## src/rtl/tsel_pkg.sv

```systemverilog
package tsel_pkg;
  typedef enum logic {MODE_FINE = 1'b0, MODE_COARSE = 1'b1} mode_e;

  function automatic int wrap_add(int a, int b, int n);
    int s;
    s = a + b;
    return (s >= n) ? s - n : s;
  endfunction
endpackage

```

## src/rtl/tsel_rr_pick.sv

```systemverilog
module tsel_rr_pick #(
  parameter int NUM_THREADS = 2,
  parameter int TID_W       = $clog2(NUM_THREADS)
) (
  input  logic [NUM_THREADS-1:0] mask_i,
  input  logic [TID_W-1:0]       start_i,
  output logic                   found_o,
  output logic [TID_W-1:0]       idx_o
);
  import tsel_pkg::*;

  always_comb begin
    found_o = 1'b0;
    idx_o   = start_i;
    for (int i = 0; i < NUM_THREADS; i++) begin
      if (!found_o && mask_i[TID_W'(wrap_add(int'(start_i), i, NUM_THREADS))]) begin
        found_o = 1'b1;
        idx_o   = TID_W'(wrap_add(int'(start_i), i, NUM_THREADS));
      end
    end
  end

  // a pick always lands on a masked-in thread
  always_comb begin
    if (found_o) p_pick_in_mask_r3: assert (mask_i[idx_o]);
  end
endmodule

```

## src/rtl/tsel_pc_bank.sv

```systemverilog
module tsel_pc_bank #(
  parameter int NUM_THREADS = 2,
  parameter int TID_W       = $clog2(NUM_THREADS),
  parameter int PC_W        = 32,
  parameter int PC_STRIDE   = 'h100,
  parameter int PC_INC      = 4
) (
  input  logic             clk_i,
  input  logic             rst_ni,
  input  logic             adv_i,
  input  logic [TID_W-1:0] adv_tid_i,
  input  logic             redir_i,
  input  logic [TID_W-1:0] redir_tid_i,
  input  logic [PC_W-1:0]  redir_pc_i,
  input  logic [TID_W-1:0] rd_tid_i,
  output logic [PC_W-1:0]  rd_pc_o
);
  logic [PC_W-1:0] pc_q [NUM_THREADS];

  always_ff @(posedge clk_i or negedge rst_ni) begin
    if (!rst_ni) begin
      for (int t = 0; t < NUM_THREADS; t++) pc_q[t] <= PC_W'(t * PC_STRIDE);
    end else begin
      for (int t = 0; t < NUM_THREADS; t++) begin
        if (redir_i && redir_tid_i == TID_W'(t))
          pc_q[t] <= redir_pc_i;
        else if (adv_i && adv_tid_i == TID_W'(t))
          pc_q[t] <= pc_q[t] + PC_W'(PC_INC);
      end
    end
  end

  assign rd_pc_o = pc_q[rd_tid_i];

  p_pc_step_r9: assert property (@(posedge clk_i) disable iff (!rst_ni)
    (adv_i && !(redir_i && redir_tid_i == adv_tid_i))
    |=> pc_q[$past(adv_tid_i)] == $past(pc_q[adv_tid_i]) + PC_W'(PC_INC));

  p_pc_redir_r10: assert property (@(posedge clk_i) disable iff (!rst_ni)
    redir_i |=> pc_q[$past(redir_tid_i)] == $past(redir_pc_i));
endmodule

```

## src/rtl/tsel_refill_timer.sv

```systemverilog
module tsel_refill_timer #(
  parameter int REFILL_CYC = 3
) (
  input  logic clk_i,
  input  logic rst_ni,
  input  logic start_i,
  output logic busy_o
);
  if (REFILL_CYC > 0) begin : g_timer
    localparam int CNT_W = $clog2(REFILL_CYC + 1);
    logic [CNT_W-1:0] cnt_q;

    always_ff @(posedge clk_i or negedge rst_ni) begin
      if (!rst_ni)              cnt_q <= '0;
      else if (start_i)         cnt_q <= CNT_W'(REFILL_CYC);
      else if (cnt_q != '0)     cnt_q <= cnt_q - 1'b1;
    end

    assign busy_o = (cnt_q != '0);

    p_refill_arm_r6: assert property (@(posedge clk_i) disable iff (!rst_ni)
      start_i |=> busy_o);
    p_refill_drain_r6: assert property (@(posedge clk_i) disable iff (!rst_ni)
      (busy_o && !start_i && cnt_q == CNT_W'(1)) |=> !busy_o);
  end else begin : g_none
    assign busy_o = 1'b0;
  end
endmodule

```

## src/rtl/mt_thread_sel.sv

```systemverilog
module mt_thread_sel #(
  parameter int NUM_THREADS = 2,
  parameter int TID_W       = $clog2(NUM_THREADS),
  parameter int PC_W        = 32,
  parameter int PC_STRIDE   = 'h100,
  parameter int PC_INC      = 4,
  parameter int REFILL_CYC  = 3
) (
  input  logic                   clk_i,
  input  logic                   rst_ni,
  input  logic                   pipe_idle_i,
  input  logic                   mode_i,
  input  logic                   pref_en_i,
  input  logic [TID_W-1:0]       pref_id_i,
  input  logic [NUM_THREADS-1:0] ready_i,
  input  logic [NUM_THREADS-1:0] miss_i,
  input  logic                   redir_i,
  input  logic [TID_W-1:0]       redir_tid_i,
  input  logic [PC_W-1:0]        redir_pc_i,
  output logic [TID_W-1:0]       tid_o,
  output logic [PC_W-1:0]        pc_o,
  output logic                   fetch_valid_o,
  output logic                   flush_o
);
  import tsel_pkg::*;

  mode_e            mode_q;
  logic             pref_en_q;
  logic [TID_W-1:0] pref_id_q;
  logic [TID_W-1:0] ptr_q, cur_q, cur_nxt;
  logic [NUM_THREADS-1:0] elig;
  logic             fine_found, sw_found, busy, pref_ok, preempt;
  logic [TID_W-1:0] fine_idx, sw_idx, sel;
  logic             valid, flush;

  assign elig    = ready_i & ~miss_i;
  assign cur_nxt = TID_W'(wrap_add(int'(cur_q), 1, NUM_THREADS));
  assign pref_ok = pref_en_q && elig[pref_id_q];
  assign preempt = pref_ok && (pref_id_q != cur_q);

  // policy capture only while the pipe is empty
  always_ff @(posedge clk_i or negedge rst_ni) begin
    if (!rst_ni) begin
      mode_q    <= MODE_FINE;
      pref_en_q <= 1'b0;
      pref_id_q <= '0;
    end else if (pipe_idle_i) begin
      mode_q    <= mode_e'(mode_i);
      pref_en_q <= pref_en_i;
      pref_id_q <= pref_id_i;
    end
  end

  tsel_rr_pick #(.NUM_THREADS(NUM_THREADS), .TID_W(TID_W)) u_pick_fine (
    .mask_i(elig), .start_i(ptr_q), .found_o(fine_found), .idx_o(fine_idx));

  tsel_rr_pick #(.NUM_THREADS(NUM_THREADS), .TID_W(TID_W)) u_pick_sw (
    .mask_i(elig), .start_i(cur_nxt), .found_o(sw_found), .idx_o(sw_idx));

  tsel_refill_timer #(.REFILL_CYC(REFILL_CYC)) u_refill (
    .clk_i(clk_i), .rst_ni(rst_ni), .start_i(flush), .busy_o(busy));

  always_comb begin
    sel   = cur_q;
    valid = 1'b0;
    flush = 1'b0;
    if (busy) begin
      // refill window: hold off fetch
    end else if (mode_q == MODE_FINE) begin
      if (pref_ok) begin
        sel = pref_id_q; valid = 1'b1;
      end else if (fine_found) begin
        sel = fine_idx;  valid = 1'b1;
      end
    end else begin
      if (miss_i[cur_q] || preempt) begin
        if (pref_ok) begin
          sel = pref_id_q; flush = 1'b1;
        end else if (sw_found) begin
          sel = sw_idx;    flush = 1'b1;
        end
      end else if (ready_i[cur_q]) begin
        valid = 1'b1;
      end
    end
  end

  always_ff @(posedge clk_i or negedge rst_ni) begin
    if (!rst_ni) begin
      ptr_q <= '0;
      cur_q <= '0;
    end else if (valid) begin
      cur_q <= sel;
      ptr_q <= TID_W'(wrap_add(int'(sel), 1, NUM_THREADS));
    end else if (flush) begin
      cur_q <= sel;
    end
  end

  tsel_pc_bank #(
    .NUM_THREADS(NUM_THREADS), .TID_W(TID_W), .PC_W(PC_W),
    .PC_STRIDE(PC_STRIDE), .PC_INC(PC_INC)
  ) u_pcs (
    .clk_i(clk_i), .rst_ni(rst_ni),
    .adv_i(valid), .adv_tid_i(sel),
    .redir_i(redir_i), .redir_tid_i(redir_tid_i), .redir_pc_i(redir_pc_i),
    .rd_tid_i(sel), .rd_pc_o(pc_o));

  assign tid_o         = sel;
  assign fetch_valid_o = valid;
  assign flush_o       = flush;

  p_fetch_elig_r3: assert property (@(posedge clk_i) disable iff (!rst_ni)
    fetch_valid_o |-> (ready_i[tid_o] && !miss_i[tid_o]));
  p_none_ready_r4: assert property (@(posedge clk_i) disable iff (!rst_ni)
    (elig == '0) |-> !fetch_valid_o);
  p_fine_no_flush_r2: assert property (@(posedge clk_i) disable iff (!rst_ni)
    (mode_q == MODE_FINE) |-> !flush_o);
  p_flush_quiet_r6: assert property (@(posedge clk_i) disable iff (!rst_ni)
    flush_o |-> !fetch_valid_o);
  p_flush_refill_r6: assert property (@(posedge clk_i) disable iff (!rst_ni)
    flush_o |=> (!fetch_valid_o && !flush_o));
  p_pref_wins_r8: assert property (@(posedge clk_i) disable iff (!rst_ni)
    (mode_q == MODE_FINE && !busy && pref_ok) |-> (fetch_valid_o && tid_o == pref_id_q));
  p_cfg_hold_r11: assert property (@(posedge clk_i) disable iff (!rst_ni)
    !pipe_idle_i |=> ($stable(mode_q) && $stable(pref_en_q) && $stable(pref_id_q)));
endmodule

```

## config.mk

```make
export PLATFORM = sky130hd
export DESIGN_NAME = mt_thread_sel
export DESIGN_NICKNAME = d
export VERILOG_FILES = /design/src/rtl/tsel_pkg.sv /design/src/rtl/tsel_rr_pick.sv /design/src/rtl/tsel_pc_bank.sv /design/src/rtl/tsel_refill_timer.sv /design/src/rtl/mt_thread_sel.sv
export SDC_FILE = /design/constraint.sdc
export NUM_CORES = 1
export LEC_CHECK = 0
export BUFFER_PORTS_ARGS = -buffer_cell sky130_fd_sc_hd__buf_2
export CELL_PAD_IN_SITES_DETAIL_PLACEMENT = 0
export CELL_PAD_IN_SITES_GLOBAL_PLACEMENT = 1
export CORE_MARGIN = 2
export CORE_UTILIZATION = 30
export DETAILED_ROUTE_END_ITERATION = 10
export GPL_TIMING_DRIVEN = 0
export MAX_ROUTING_LAYER = met4
export PLACE_DENSITY_LB_ADDON = 0.25
export SYNTH_ARGS = -nofsm -noshare
export SYNTH_HDL_FRONTEND = slang
export SYNTH_SLANG_ARGS = --single-unit
```

## constraint.sdc

```tcl
create_clock -name clk_i -period 2.5 [get_ports clk_i]
set_input_delay 0.125 -clock clk_i [delete_from_list [all_inputs] [get_ports clk_i]]
set_output_delay 0.125 -clock clk_i [all_outputs]
set_load 0.05 [all_outputs]
```

==> results.cfg <==
[timing]
drv_slew = 0
finalCritPeriodShare = 0.982
finalWorstSetupSlack_ns = 0.0450
rsz0062_at_grt = yes
whs_ns = 0.0101
finClkSkew_ns = 0.00971
period_needed_ns = 2.46
setup_violations = 0
worst-slew-pin-transition_ns = 0.753
max_freq_ghz = 0.407
tns_ns = 0
slew_headroom = 0.498
hold_violations = 0

[clock_network]
clk_pin_slew_ns = 0.06
insertion_delay_ns = 0.35
clock-sinks = 71
clockBufferDepth = 2
cts_max_level = 3
clockRootBuffer = clkbuf_16
cts_tree = yes
cts_buffers = 9

[grt]
grt_pass1_vias = 4572
grt_pass1_wl_um = 25400
grtUsageTotal = 0.212
met3_usage = 0.0478
grt.busiest_layer = met2
grt_max_degree = 66
grt.met1_usage = 0.266
grt-ovfl-total = 0
antenna_found_initial = 0
grtUsageMet2 = 0.349

[finish]
drive_above_1_share = 0.319
syn_to_final_growth_pct = 35.0
fin_util = 0.413
nets = 685
n_fill_cell = 1552
antenna_cells = 0
final_cell_mix = nand2_1 (69), dfrtp_1 (69), buf_2 (51), nor2_1 (39), o21ai_0 (37)

[critical_path]
crit_chain = inv_2 -> ha_4 -> nor2b_4 -> and3_4 -> a211oi_4 -> nand2_4 -> buf_12 -> clkbuf_16 -> mux2_2 -> buf_6
max_stage_delay_ns = 0.36
cp_num_buf_inv = 4
crit_required_ns = 2.38
cp.arrival_ns = 2.33
crit_path_max_fanout = 5
path_delay_family = buffers and inverters
crit_type = flip-flop to primary output
worstSetupEndpointType = primary output
cp-start-kind = flip-flop
cp_slowest_cell = dfrtp_1

[yosys]
syn_area_per_cell_um2 = 8.89
yosysUniqueCellTypes = 50
synth_nets = 569
synth_top_family_by_area = simple AND/OR/NAND/NOR gates
synth-edff-count = 0
seq_area_frac_synth = 0.383
yosys.area_share.simple = 0.240
ys.flop_type = dfrtp_1
synth_compound_area_frac = 0.162
synth_warnings = 0
syn_inst = 522
synthAdderAreaFrac = 0.00809
ys_seq_elements = 71
muxShareOfSynthArea = 0.0933
syn_area_um2 = 4640
synthXorXnorAreaFrac = 0.0699
async_reset_ff_frac = 1.00

[pwr]
power.density_nw_per_um2 = 1090
power.leakage_nw = 2.52
peakVddDrop_uv = 512

[route]
drt-initial-drc-count = 247
via_per_inst = 5.41
ant_nets = 0
wl_per_cell_um = 19.8
drt_wl_total_um = 16400
dr_total_vias = 4499
drcViolationCount = 0
firstDrtPassIters = 4

[die]
fp.dieH_um = 128
fp-row-count = 45
coreArea_um2 = 15100
pin_count = 79
die_w_um = 128
start_util = 0.306
die-area_um2 = 16500

[placement]
hpwl_um = 11400
dp_slack_ns = -0.354
place.gp.congestion = 0.891
io_buffers = 78

[run_status]
status = finished, final reports clean

[job]
drv_cap = 0

[hold_path]
min_path_type = primary input to flip-flop
[sequential cells by signal, indices dropped and copies added, names as in the netlist]
register / cells
u_pcs.pc_q: 64
u_refill.g_timer.cnt_q: 2
cur_q: 1
mode_q: 1
pref_en_q: 1
pref_id_q: 1
ptr_q: 1
[synthesized netlist by cell type (3+ instances only)]
cell type  instances  area share
a2111oi_2          8       0.026
ha_1               3      0.0081
o21ai_1            3      0.0032
or3_1              7      0.0094
or4_1             14       0.023
xor2_1            16       0.030
and3_1             5      0.0067
nand3b_1           3      0.0049
dfrtp_1           70        0.38
o21ai_0           40       0.043
nor2b_1            4      0.0054
inv_1             16       0.013
and2_1             3      0.0040
mux2_2            34       0.083
a21oi_1            7      0.0076
nand2b_1           4      0.0054
or2_2              6      0.0081
xnor2_1           21       0.040
clkbuf_1          14       0.011
a31oi_1           22       0.030
buf_2             13       0.014
o31ai_1           15       0.024
nand4b_1           3      0.0057
nor2_1            39       0.032
nor4_1            10       0.013
nand2_1           71       0.057
nand4_1           17       0.023
nand3_1           22       0.024
mux2i_1            5       0.011
[layout make-up]
type	instances	area [µm²]	share of cell area
flip-flops and latches	71	1780	0.284
inverters	16	60.1	0.00959
repair buffers	106	911	0.145
clock buffers	12	256	0.0410
plain buffers	29	196	0.0314
well taps	188	235	0.0376
clock inverters	4	45.0	0.00719
multi-input cells	405	2780	0.444
[metrics by stage]
step / instances / total power, W / area (µm²)
detailed placement: 789 / 0.00442 / 5290
CTS: 825 / 0.00677 / 6150
global placement: 788 / 0.00439 / 5260
finish: 831 / 0.00680 / 6260
floorplan: 522 / 0.00366 / 4640
global route: 831 / 0.00713 / 6260
[worst reg2reg max path, delay by kind of cell, from the launching register on]
family	cells	cell delay, ns
flops	1	0.41
simple gates	2	0.79
compound gates	4	0.71
buf+inv	2	0.43
[metal layers]
layer	routed length (µm)	vias up
met5	0	-
met4	286	0
met3	847	27
met2	7980	124
met1	7320	2213
li1	-	2135
[power breakdown]
part	switching, W	internal, W	leakage, nW
sequential	0.000213	0.00134	0.833
clock	0.000506	0.000822	0.152
combinational	0.00227	0.00165	1.54
[final timing paths]
kind | start | endpoint | slack, ns | cells after the start
max | u_refill.g_timer.cnt_q[0]$_DFFE_PN0P_ | pc_o[4] | 0.04 | 10
min | redir_pc_i[12] | u_pcs.pc_q[12]$_DFFE_PN0P_ | 0.01 | 3
max reg2reg | pref_en_q$_DFFE_PN0P_ | u_pcs.pc_q[31]$_DFFE_PN0P_ | 0.09 | 8
min reg2reg | u_pcs.pc_q[0]$_DFFE_PN0P_ | u_pcs.pc_q[0]$_DFFE_PN0P_ | 0.47 | 2
max in group asynchronous | rst_ni | u_pcs.pc_q[8]$_DFFE_PN1P_ | 1.76 | 3
min in group asynchronous | rst_ni | u_pcs.pc_q[30]$_DFFE_PN0P_ | 0.14 | 2
[repair_timing]
action | in CTS | in global routing
setup buffers | 14 | 7
pin swaps | 5 | 8
hold buffers | 4 | 0
endpoints found under the hold margin | 74 | 0
gates resized for setup | 102 | 22
endpoints found under the setup margin | 67 | 73
gates cloned | 2 | 1
[cell families after synthesis]
logic type	after synthesis
adder cells (fa/ha/maj)	3
flip-flops	71
XOR/XNOR	37
multiplexers	39
AND/OR/NAND/NOR	218
buffers and inverters	46
AO/OA/AOI/OAI	108
Note: power is estimated with default switching activity, not from simulation.
